--- config.mk ---
export PLATFORM = sky130hd
export DESIGN_NAME = mem_cycle_seq
export DESIGN_NICKNAME = d
export VERILOG_FILES = /design/src/rtl/mcs_pkg.sv /design/src/rtl/mcs_arbiter.sv /design/src/rtl/mcs_qual.sv /design/src/rtl/mcs_hold.sv /design/src/rtl/mem_cycle_seq.sv
export SDC_FILE = /design/constraint.sdc
export NUM_CORES = 1
export LEC_CHECK = 0
export CAP_MARGIN = 20
export CORE_MARGIN = 4
export CORE_UTILIZATION = 36
export CTS_CLUSTER_SIZE = 25
export DETAILED_ROUTE_END_ITERATION = 8
export PLACE_DENSITY = 0.81
export SLEW_MARGIN = 20
export SYNTH_ARGS = -nofsm -noshare
export SYNTH_HDL_FRONTEND = slang
export SYNTH_SLANG_ARGS = --single-unit
--- constraint.sdc ---
create_clock -name clk -period 1.6 [get_ports clk]
set_clock_uncertainty 0.2 [all_clocks]
set_input_delay 0.32 -clock clk [delete_from_list [all_inputs] [get_ports clk]]
set_output_delay 0.32 -clock clk [all_outputs]
set_load 0.1 [all_outputs]
--- src/rtl/mcs_pkg.sv ---
package mcs_pkg;

    // Kind of the memory transaction in progress on the shared port
    typedef enum logic [1:0] {
        KIND_FETCH = 2'd0,
        KIND_DMA   = 2'd1,
        KIND_LS    = 2'd2
    } mem_kind_e;

    // Registered state of the sequencer
    typedef struct packed {
        mem_kind_e kind;
        logic      dma_pend;
        logic      hold_vld;
    } seq_state_t;

    localparam seq_state_t SEQ_RESET = '{kind: KIND_FETCH, dma_pend: 1'b0, hold_vld: 1'b0};

endpackage

--- src/rtl/mcs_arbiter.sv ---
module mcs_arbiter
    import mcs_pkg::*;
(
    input  mem_kind_e cur_kind,
    input  logic      dma_pend,
    input  logic      ls_live,
    input  logic      mem_rdy,
    output mem_kind_e nxt_kind,
    output logic      pipe_last,
    output logic      dma_done
);

    // Order within one pipeline cycle: fetch, optional DMA, optional load/store
    always_comb begin
        nxt_kind = cur_kind;
        if (mem_rdy) begin
            unique case (cur_kind)
                KIND_FETCH: begin
                    if (dma_pend)     nxt_kind = KIND_DMA;
                    else if (ls_live) nxt_kind = KIND_LS;
                    else              nxt_kind = KIND_FETCH;
                end
                KIND_DMA:   nxt_kind = ls_live ? KIND_LS : KIND_FETCH;
                KIND_LS:    nxt_kind = KIND_FETCH;
                default:    nxt_kind = KIND_FETCH;
            endcase
        end
    end

    // The pipeline advances when the last transaction of its cycle completes
    assign pipe_last = mem_rdy && (nxt_kind == KIND_FETCH);
    assign dma_done  = mem_rdy && (cur_kind == KIND_DMA);

endmodule

--- src/rtl/mcs_qual.sv ---
module mcs_qual
    import mcs_pkg::*;
(
    input  mem_kind_e nxt_kind,
    input  logic      ex_store,
    input  logic      ex_byte,
    output logic      nxt_read,
    output logic      nxt_word,
    output logic      nxt_dbus
);

    logic is_ls;

    always_comb begin
        is_ls    = (nxt_kind == KIND_LS);
        nxt_dbus = is_ls;
        nxt_read = !(is_ls && ex_store);
        nxt_word = !(is_ls && ex_byte);
    end

endmodule

--- src/rtl/mcs_hold.sv ---
module mcs_hold #(
    parameter int unsigned W = 16
) (
    input  logic         clk,
    input  logic         rst_n,
    input  logic         cap,
    input  logic [W-1:0] din,
    output logic [W-1:0] dout
);

    logic [W-1:0] word_d, word_q;

    always_comb begin
        word_d = word_q;
        if (cap) word_d = din;
    end

    always_ff @(posedge clk or negedge rst_n) begin
        if (!rst_n) word_q <= '0;
        else        word_q <= word_d;
    end

    assign dout = word_q;

endmodule

--- src/rtl/mem_cycle_seq.sv ---
module mem_cycle_seq #(
    parameter int unsigned INSN_W = 16
) (
    input  logic              clk,
    input  logic              rst_n,
    input  logic              mem_rdy,
    input  logic              dma_req,
    input  logic              ex_ls,
    input  logic              ex_store,
    input  logic              ex_byte,
    input  logic              ex_annul,
    input  logic [INSN_W-1:0] mem_rdata,
    output logic              addr_ce,
    output logic              nxt_read,
    output logic              nxt_word,
    output logic              nxt_dbus,
    output logic              pipe_ce,
    output logic              hold_cap,
    output logic              ir_src_hold,
    output logic [INSN_W-1:0] ir_word,
    output logic [1:0]        mem_kind
);
    import mcs_pkg::*;

    seq_state_t        state_d, state_q;
    mem_kind_e         kind_nx;
    logic              pipe_last;
    logic              dma_done;
    logic              ls_live;
    logic              cap;
    logic              pend_q;
    logic [INSN_W-1:0] hold_q;

    // An annulled execute-stage access never reaches the port
    assign ls_live = ex_ls & ~ex_annul;

    mcs_arbiter u_arb (
        .cur_kind (state_q.kind),
        .dma_pend (state_q.dma_pend),
        .ls_live  (ls_live),
        .mem_rdy  (mem_rdy),
        .nxt_kind (kind_nx),
        .pipe_last(pipe_last),
        .dma_done (dma_done)
    );

    mcs_qual u_qual (
        .nxt_kind(kind_nx),
        .ex_store(ex_store),
        .ex_byte (ex_byte),
        .nxt_read(nxt_read),
        .nxt_word(nxt_word),
        .nxt_dbus(nxt_dbus)
    );

    // Early-fetched word is parked when the port is needed again this pipeline cycle
    assign cap = mem_rdy && (state_q.kind == KIND_FETCH) && (kind_nx != KIND_FETCH);

    mcs_hold #(.W(INSN_W)) u_hold (
        .clk  (clk),
        .rst_n(rst_n),
        .cap  (cap),
        .din  (mem_rdata),
        .dout (hold_q)
    );

    always_comb begin
        state_d          = state_q;
        state_d.kind     = kind_nx;
        state_d.dma_pend = (state_q.dma_pend & ~dma_done) | dma_req;
        if (cap)            state_d.hold_vld = 1'b1;
        else if (pipe_last) state_d.hold_vld = 1'b0;
    end

    always_ff @(posedge clk or negedge rst_n) begin
        if (!rst_n) state_q <= SEQ_RESET;
        else        state_q <= state_d;
    end

    assign addr_ce     = mem_rdy;
    assign pipe_ce     = pipe_last;
    assign hold_cap    = cap;
    assign ir_src_hold = state_q.hold_vld;
    assign ir_word     = state_q.hold_vld ? hold_q : mem_rdata;
    assign mem_kind    = state_q.kind;
    assign pend_q      = state_q.dma_pend;

endmodule

==> impl_metrics.env, run 1 <==
export IMPL_rsz0062_at_grt="yes"
export IMPL_drt_vias_per_instance=5.079
export IMPL_switching_share=0.4937
export IMPL_grt_usage=0.1741
export IMPL_clock_latency_ns=0.30
export IMPL_synth_area_leaders="dfrtp_1 47%, mux2_2 26%, mux2_4 11%"
export IMPL_finalCritPeriodShare=1.341
export IMPL_coreArea_um2=2781
export IMPL_wl_met2_um=1771
export IMPL_yosysTopAreaCellShare=0.4723
export IMPL_violations="negative setup slack"
export IMPL_grt_start_max_net_pins=21
export IMPL_antenna_left=0
export IMPL_crit_type="flip-flop to output port"
export IMPL_place_hpwl_um=2130
export IMPL_grt_pass1_vias=1013
export IMPL_syn_avg_cell_area_um2=13.76
export IMPL_cts_sinks=20
export IMPL_nets=171
export IMPL_worstPathRequired_ns=1.08
export IMPL_status="complete, but fails checks"
export IMPL_cts_clk_slew_worst_paths_ns=0.11
export IMPL_p_seq_frac=0.187
export IMPL_final_max_slew_viol_count=0
export IMPL_vias=899
export IMPL_vdd_drop_max_uv=1751
export IMPL_num_rows=19
export IMPL_die_area_um2=3876
export IMPL_cts_root_buf="clkbuf_4"
export IMPL_synthesis_area_um2=1060
export IMPL_stdcell_count=177
export IMPL_dp_cells=163
export IMPL_ys_async_sr_fraction=1.000
export IMPL_maxCapViolations=0
export IMPL_finalWeightedCongestion=0.8089
export IMPL_clockBufferDepth=2
export IMPL_diodes=0
export IMPL_wl_met1_um=1260
export IMPL_comb_power_share=0.760
export IMPL_synth_fp_nets=101
export IMPL_dr_first_iter_drc_count=43
export IMPL_synth_edff_count=0
export IMPL_syn_to_final_growth_pct=106.6
export IMPL_fillers=128
export IMPL_netlist_instances=77
export IMPL_post_route_drc_count=0
export IMPL_powerDensity_nw_per_um2=2100
export IMPL_p_switching_w=0.002271
export IMPL_port_buffers=48
export IMPL_hp_class="primary input to asynchronous set/reset pin"
export IMPL_tightest_slew_ns=0.3538
export IMPL_synth_most_common_cell="mux2_2"
export IMPL_synth_common_cells="24 x mux2_2, 20 x dfrtp_1, 8 x mux2_4, 3 x inv_1, 3 x nand2b_1"
export IMPL_fmax_mhz=466.1
export IMPL_numCtsBuffers=3
export IMPL_cp_end_kind="output port"
export IMPL_cp_start_kind="flip-flop"
export IMPL_yosys_area_top_type="dfrtp_1"
export IMPL_cts_tree="done"
export IMPL_htree_levels=1
export IMPL_yosys_warnings=0
export IMPL_power_w=0.004599
export IMPL_finalSetupViolCount=42
export IMPL_firstDrtPassIters=6
export IMPL_ys_types=22
export IMPL_final_hold_viol_count=0
export IMPL_critical_path_arrival_ns=1.63
export IMPL_post_drt_wl_per_cell_um=18.32
export IMPL_ys_flop_type="dfrtp_1"
export IMPL_worst_slack_ns=-0.5453
export IMPL_clkPwrFrac=0.053
export IMPL_maxUsedRoutingLayer="met4"
export IMPL_ctsHoldBuffers=0
export IMPL_die_w_um=62.26
export IMPL_whs_ns=0.1688
export IMPL_die_y_um=62.26
export IMPL_max_slew_margin_rel=0.7621
export IMPL_start_util=0.3810
export IMPL_grt_pass1_wl_um=5409
export IMPL_yosysSeqAreaShare=0.4723
export IMPL_postLayoutCoreUtil=0.7872
export IMPL_dr_wl_met3_um=184
export IMPL_layout_drive_gt1_share=0.6507
export IMPL_p_leak_nw=1.029
export IMPL_internal_power_w=0.002328
export IMPL_crit_path_max_fanout=3
export IMPL_ys_ff_latch=20
export IMPL_drt_total_wl_um=3243
export IMPL_antenna_found_initial=0
export IMPL_pre_cts_ws_ns=-0.5999
export IMPL_overflow=0
export IMPL_timing_final_crit_period_ns=2.145
export IMPL_io_pin_count=49
==> metrics by stage <==
step	setup TNS, ns	area [um^2]
after CTS	-11.65	2186
after global routing	-14.05	2190
after floorplan	-12.61	1207
after global placement	-13.59	2006
after detailed placement	-14.47	2006
final	-12.20	2190
==> cell usage in the layout, fill, tap and decap left out, drive strengths merged <==
master and n:
buf 47, mux2 32, clkdlybuf4s50 20, dfrtp 20, nand2b 4, clkbuf 4
dlygate4sd2 3, inv 2, nand2 2, nor2b 2, o22ai 1, o31ai 1
a211o 1, clkinvlp 1, nor2 1, o21bai 1, a21oi 1, o32ai 1
o21ai 1, a21bo 1
==> state kept, by name, indices dropped and copies added, names as in the netlist <==
name	flops
u_hold.dout	16
pend_q	1
ir_src_hold	1
mem_kind	2
==> logic make-up (layout without fill, tap and decap cells) <==
group | Yosys count | after routing | share of synthesized area
AO/OA/AOI/OAI | 8 | 8 | 0.05549
multiplexers | 32 | 32 | 0.3684
flip-flops | 20 | 20 | 0.4723
buffers and inverters | 8 | 77 | 0.05076
AND/OR/NAND/NOR | 9 | 9 | 0.05312
==> power by group through the flow <==
stage / clock network, W / registers [W] / logic, W
5_1_grt: 0.000270 / 0.000893 / 0.00359
3_5_place_dp: 0 / 0.000909 / 0.00323
3_3_place_gp: 0 / 0.000893 / 0.00319
4_1_cts: 0.000246 / 0.000854 / 0.00350
6_report: 0.000242 / 0.000861 / 0.00350
2_1_floorplan: 0 / 0.000953 / 0.00214
==> layout make-up <==
| type | count | area [um^2] | share of cell area |
|---|---|---|---|
| multi-input combinational | 49 | 633.1 | 0.2891 |
| sequential | 20 | 511.7 | 0.2337 |
| tap | 31 | 38.79 | 0.01771 |
| clock buffer | 4 | 26.28 | 0.01200 |
| timing repair buffer | 70 | 964.7 | 0.4406 |
| inverter | 3 | 15.01 | 0.006857 |
==> critical path: stages, from the launching register on <==
cell and delay (ns):
dfrtp_4 0.50, nand2b_4 0.17, o32ai_4 0.29, buf_6 0.16
nand2_4 0.05, buf_12 0.16
==> final timing paths <==
check	startpoint	end	slack (ns)	cells past startpoint
setup / recovery	mem_kind[1]	nxt_word	-0.55	5
min in group clk	u_hold.dout[10]	u_hold.dout[10]	0.32	1
hold / removal	rst_n	u_hold.dout[8]	0.17	2
max in group asynchronous	rst_n	ir_src_hold	0.79	2
setup reg to reg	mem_kind[1]	u_hold.dout[4]	-0.23	4
hold reg to reg	u_hold.dout[10]	u_hold.dout[10]	0.32	1
==> metal layers <==
metal / global-route usage / vias up
li1: - / 408
met1: 0.2106 / 454
met2: 0.3161 / 31
met3: 0.04324 / 6
met4: 0.02387 / 0
met5: 0 / -
==> timing repair <==
item | 4_1_cts | 5_1_grt
pin swaps | 4 | 0
endpoints found under the setup margin | 42 | 42
resized for setup | 20 | 0
setup buffers | 8 | 2
cloned | 1 | 0
No activity file was read; power rests on OpenSTA's default activity.
==> run 2: changes to the inputs <==
CORE_UTILIZATION = 38   (was 36)
CTS_BUF_LIST = sky130_fd_sc_hd__clkbuf_4 sky130_fd_sc_hd__clkbuf_8   (was default)
PLACE_DENSITY = 0.85   (was 0.81)
==> impl_metrics.env, run 2 (same netlist as run 1, synthesis figures left out) <==
export IMPL_port_buffers=48
export IMPL_maxCapViolations=0
export IMPL_hp_class="primary input to asynchronous set/reset pin"
export IMPL_dr_first_iter_drc_count=29
export IMPL_p_switching_w=0.002290
export IMPL_antenna_left=0
export IMPL_clockBufferDepth=2
export IMPL_switching_share=0.4917
export IMPL_crit_path_max_fanout=3
export IMPL_num_rows=18
export IMPL_largest_reg_flops=16
export IMPL_tightest_slew_ns=0.2677
export IMPL_design_area_um2=2175
export IMPL_finalWeightedCongestion=0.7246
export IMPL_vias=880
export IMPL_grt_pass1_wl_um=5119
export IMPL_crit_type="flip-flop to output port"
export IMPL_crit_slowest_cell="dfrtp_4"
export IMPL_power_w=0.004658
export IMPL_cp_slowest_stage_delay_ns=0.50
export IMPL_die_w_um=60.81
export IMPL_internal_power_w=0.002368
export IMPL_diodes=0
export IMPL_p_seq_frac=0.185
export IMPL_final_common_cell="buf_12"
export IMPL_cts_clk_slew_worst_paths_ns=0.12
export IMPL_io_pin_count=49
export IMPL_final_max_slew_viol_count=0
export IMPL_cts_root_buf="clkbuf_4"
export IMPL_fmax_mhz=465.8
export IMPL_nets=167
export IMPL_post_dp_cell_area_um2=1984
export IMPL_overflow=0
export IMPL_place_hpwl_um=2182
export IMPL_finalSetupViolCount=41
export IMPL_firstDrtPassIters=4
export IMPL_cp_end_kind="output port"
export IMPL_die_area_um2=3698
export IMPL_cts_sinks=20
export IMPL_die_y_um=60.81
export IMPL_dr_wl_met3_um=241
export IMPL_cp_buffers_inverters=2
export IMPL_htree_levels=1
export IMPL_pre_cts_ws_ns=-0.6404
export IMPL_final_cell_mix="27 x buf_12, 24 x mux2_4, 21 x clkdlybuf4s50_1"
export IMPL_finalCritPeriodShare=1.342
export IMPL_timing_final_crit_period_ns=2.147
export IMPL_comb_power_share=0.750
export IMPL_status="complete, but fails checks"
export IMPL_numCtsBuffers=3
export IMPL_start_util=0.4128
export IMPL_powerDensity_nw_per_um2=2142
export IMPL_worst_slack_ns=-0.5470
export IMPL_grt_usage=0.1905
export IMPL_layout_drive_gt1_share=0.6620
export IMPL_coreArea_um2=2567
export IMPL_worstPathRequired_ns=1.08
export IMPL_rsz0062_at_grt="yes"
export IMPL_ctsHoldBuffers=0
export IMPL_cp_cell_sequence="nand2b_4, o32ai_4, buf_12, nand2_4, buf_12"
export IMPL_drt_total_wl_um=3280
export IMPL_critical_path_arrival_ns=1.63
export IMPL_post_route_drc_count=0
export IMPL_clkPwrFrac=0.064
export IMPL_clock_latency_ns=0.30
export IMPL_cts_tree="done"
export IMPL_syn_to_final_growth_pct=105.2
export IMPL_final_hold_viol_count=0
export IMPL_grt_start_max_net_pins=21
export IMPL_drt_vias_per_instance=5.116
export IMPL_wl_met2_um=1732
export IMPL_maxUsedRoutingLayer="met4"
export IMPL_vdd_drop_max_uv=2096
export IMPL_post_drt_wl_per_cell_um=19.07
export IMPL_max_slew_margin_rel=0.8200
export IMPL_antenna_found_initial=0
export IMPL_grt_pass1_vias=1015
export IMPL_finalSetupTns_ns=-12.56
export IMPL_critPathTopFamily="flip-flops"
export IMPL_cpMostUsedCell="buf_12"
export IMPL_wl_met1_um=1286
export IMPL_violations="negative setup slack"
export IMPL_p_leak_nw=1.018
export IMPL_cp_start_kind="flip-flop"
## run 2: cell types whose count changed in the layout (fill, tap and decap cells not counted), sizes merged
cell           previous run  this run
buf                      47        43
clkdlybuf4s50            20        21
dlygate4sd2               3         2
## run 2: cell type report
cell class,count,area [um^2]
timing repair buffer,66,930.9
multi-input combinational,49,643.1
clock buffer,4,36.28
fill,127,392.9
tap,30,37.54
inverter,3,15.01
sequential,20,511.7
## run 2: metal layers
layer	vias up	GRT usage
met5	-	0
li1	404	-
met3	4	0.04894
met1	434	0.2212
met4	0	0.05263
met2	38	0.3450
## run 2: final timing paths
check / startpoint / endpoint / slack, ns / cells after the start
worst max-delay path: mem_kind[1] / nxt_word / -0.55 / 5
worst min-delay path: rst_n / u_hold.dout[3] / 0.16 / 2
worst max register to register: mem_kind[1] / u_hold.dout[5] / -0.21 / 4
worst min register to register: u_hold.dout[11] / u_hold.dout[11] / 0.32 / 1
max in group asynchronous: rst_n / ir_src_hold / 0.80 / 2
min in group clk: mem_rdy / mem_kind[0] / 0.30 / 2
## run 2: worst reg2reg max path: cells and delay by family, from the launching register on
kind | cells | cell delay, ns
AOI/OAI and AO/OA | 1 | 0.31
buffers and inverters | 1 | 0.22
DFF | 1 | 0.50
muxes | 1 | 0.31
and+or+nand+nor | 1 | 0.17
## run 2: what timing repair did
item	CTS	global route
endpoints found under the setup margin	42	41
pin swaps	4	0
gates cloned	1	0
gates resized for setup	15	5
setup buffers	7	2
## run 2: stage by stage
step	util	std cells	hold slack, ns
final	0.8470	172	0.1647
after global routing	0.8470	172	0.2074
after CTS	0.8416	172	0.2001
after detailed placement	0.7729	161	0.2959
after global placement	0.7729	161	0.2871
after floorplan	-	77	-0.1756
## run 2: power groups by stage
| stage | Sequential [W] | Combinational (W) | Clock (W) |
|---|---|---|---|
| 2_1_floorplan | 0.000953 | 0.00214 | 0 |
| 3_3_place_gp | 0.000890 | 0.00318 | 0 |
| 3_5_place_dp | 0.000915 | 0.00322 | 0 |
| 4_1_cts | 0.000849 | 0.00348 | 0.000307 |
| 5_1_grt | 0.000888 | 0.00359 | 0.000319 |
| 6_report | 0.000864 | 0.00349 | 0.000299 |
==> run 3: changes to the inputs <==
CAP_MARGIN = default   (was 20)
==> results of run 3 <==
Same layout as run 2: the final DEF is identical, and so are final timing and power.
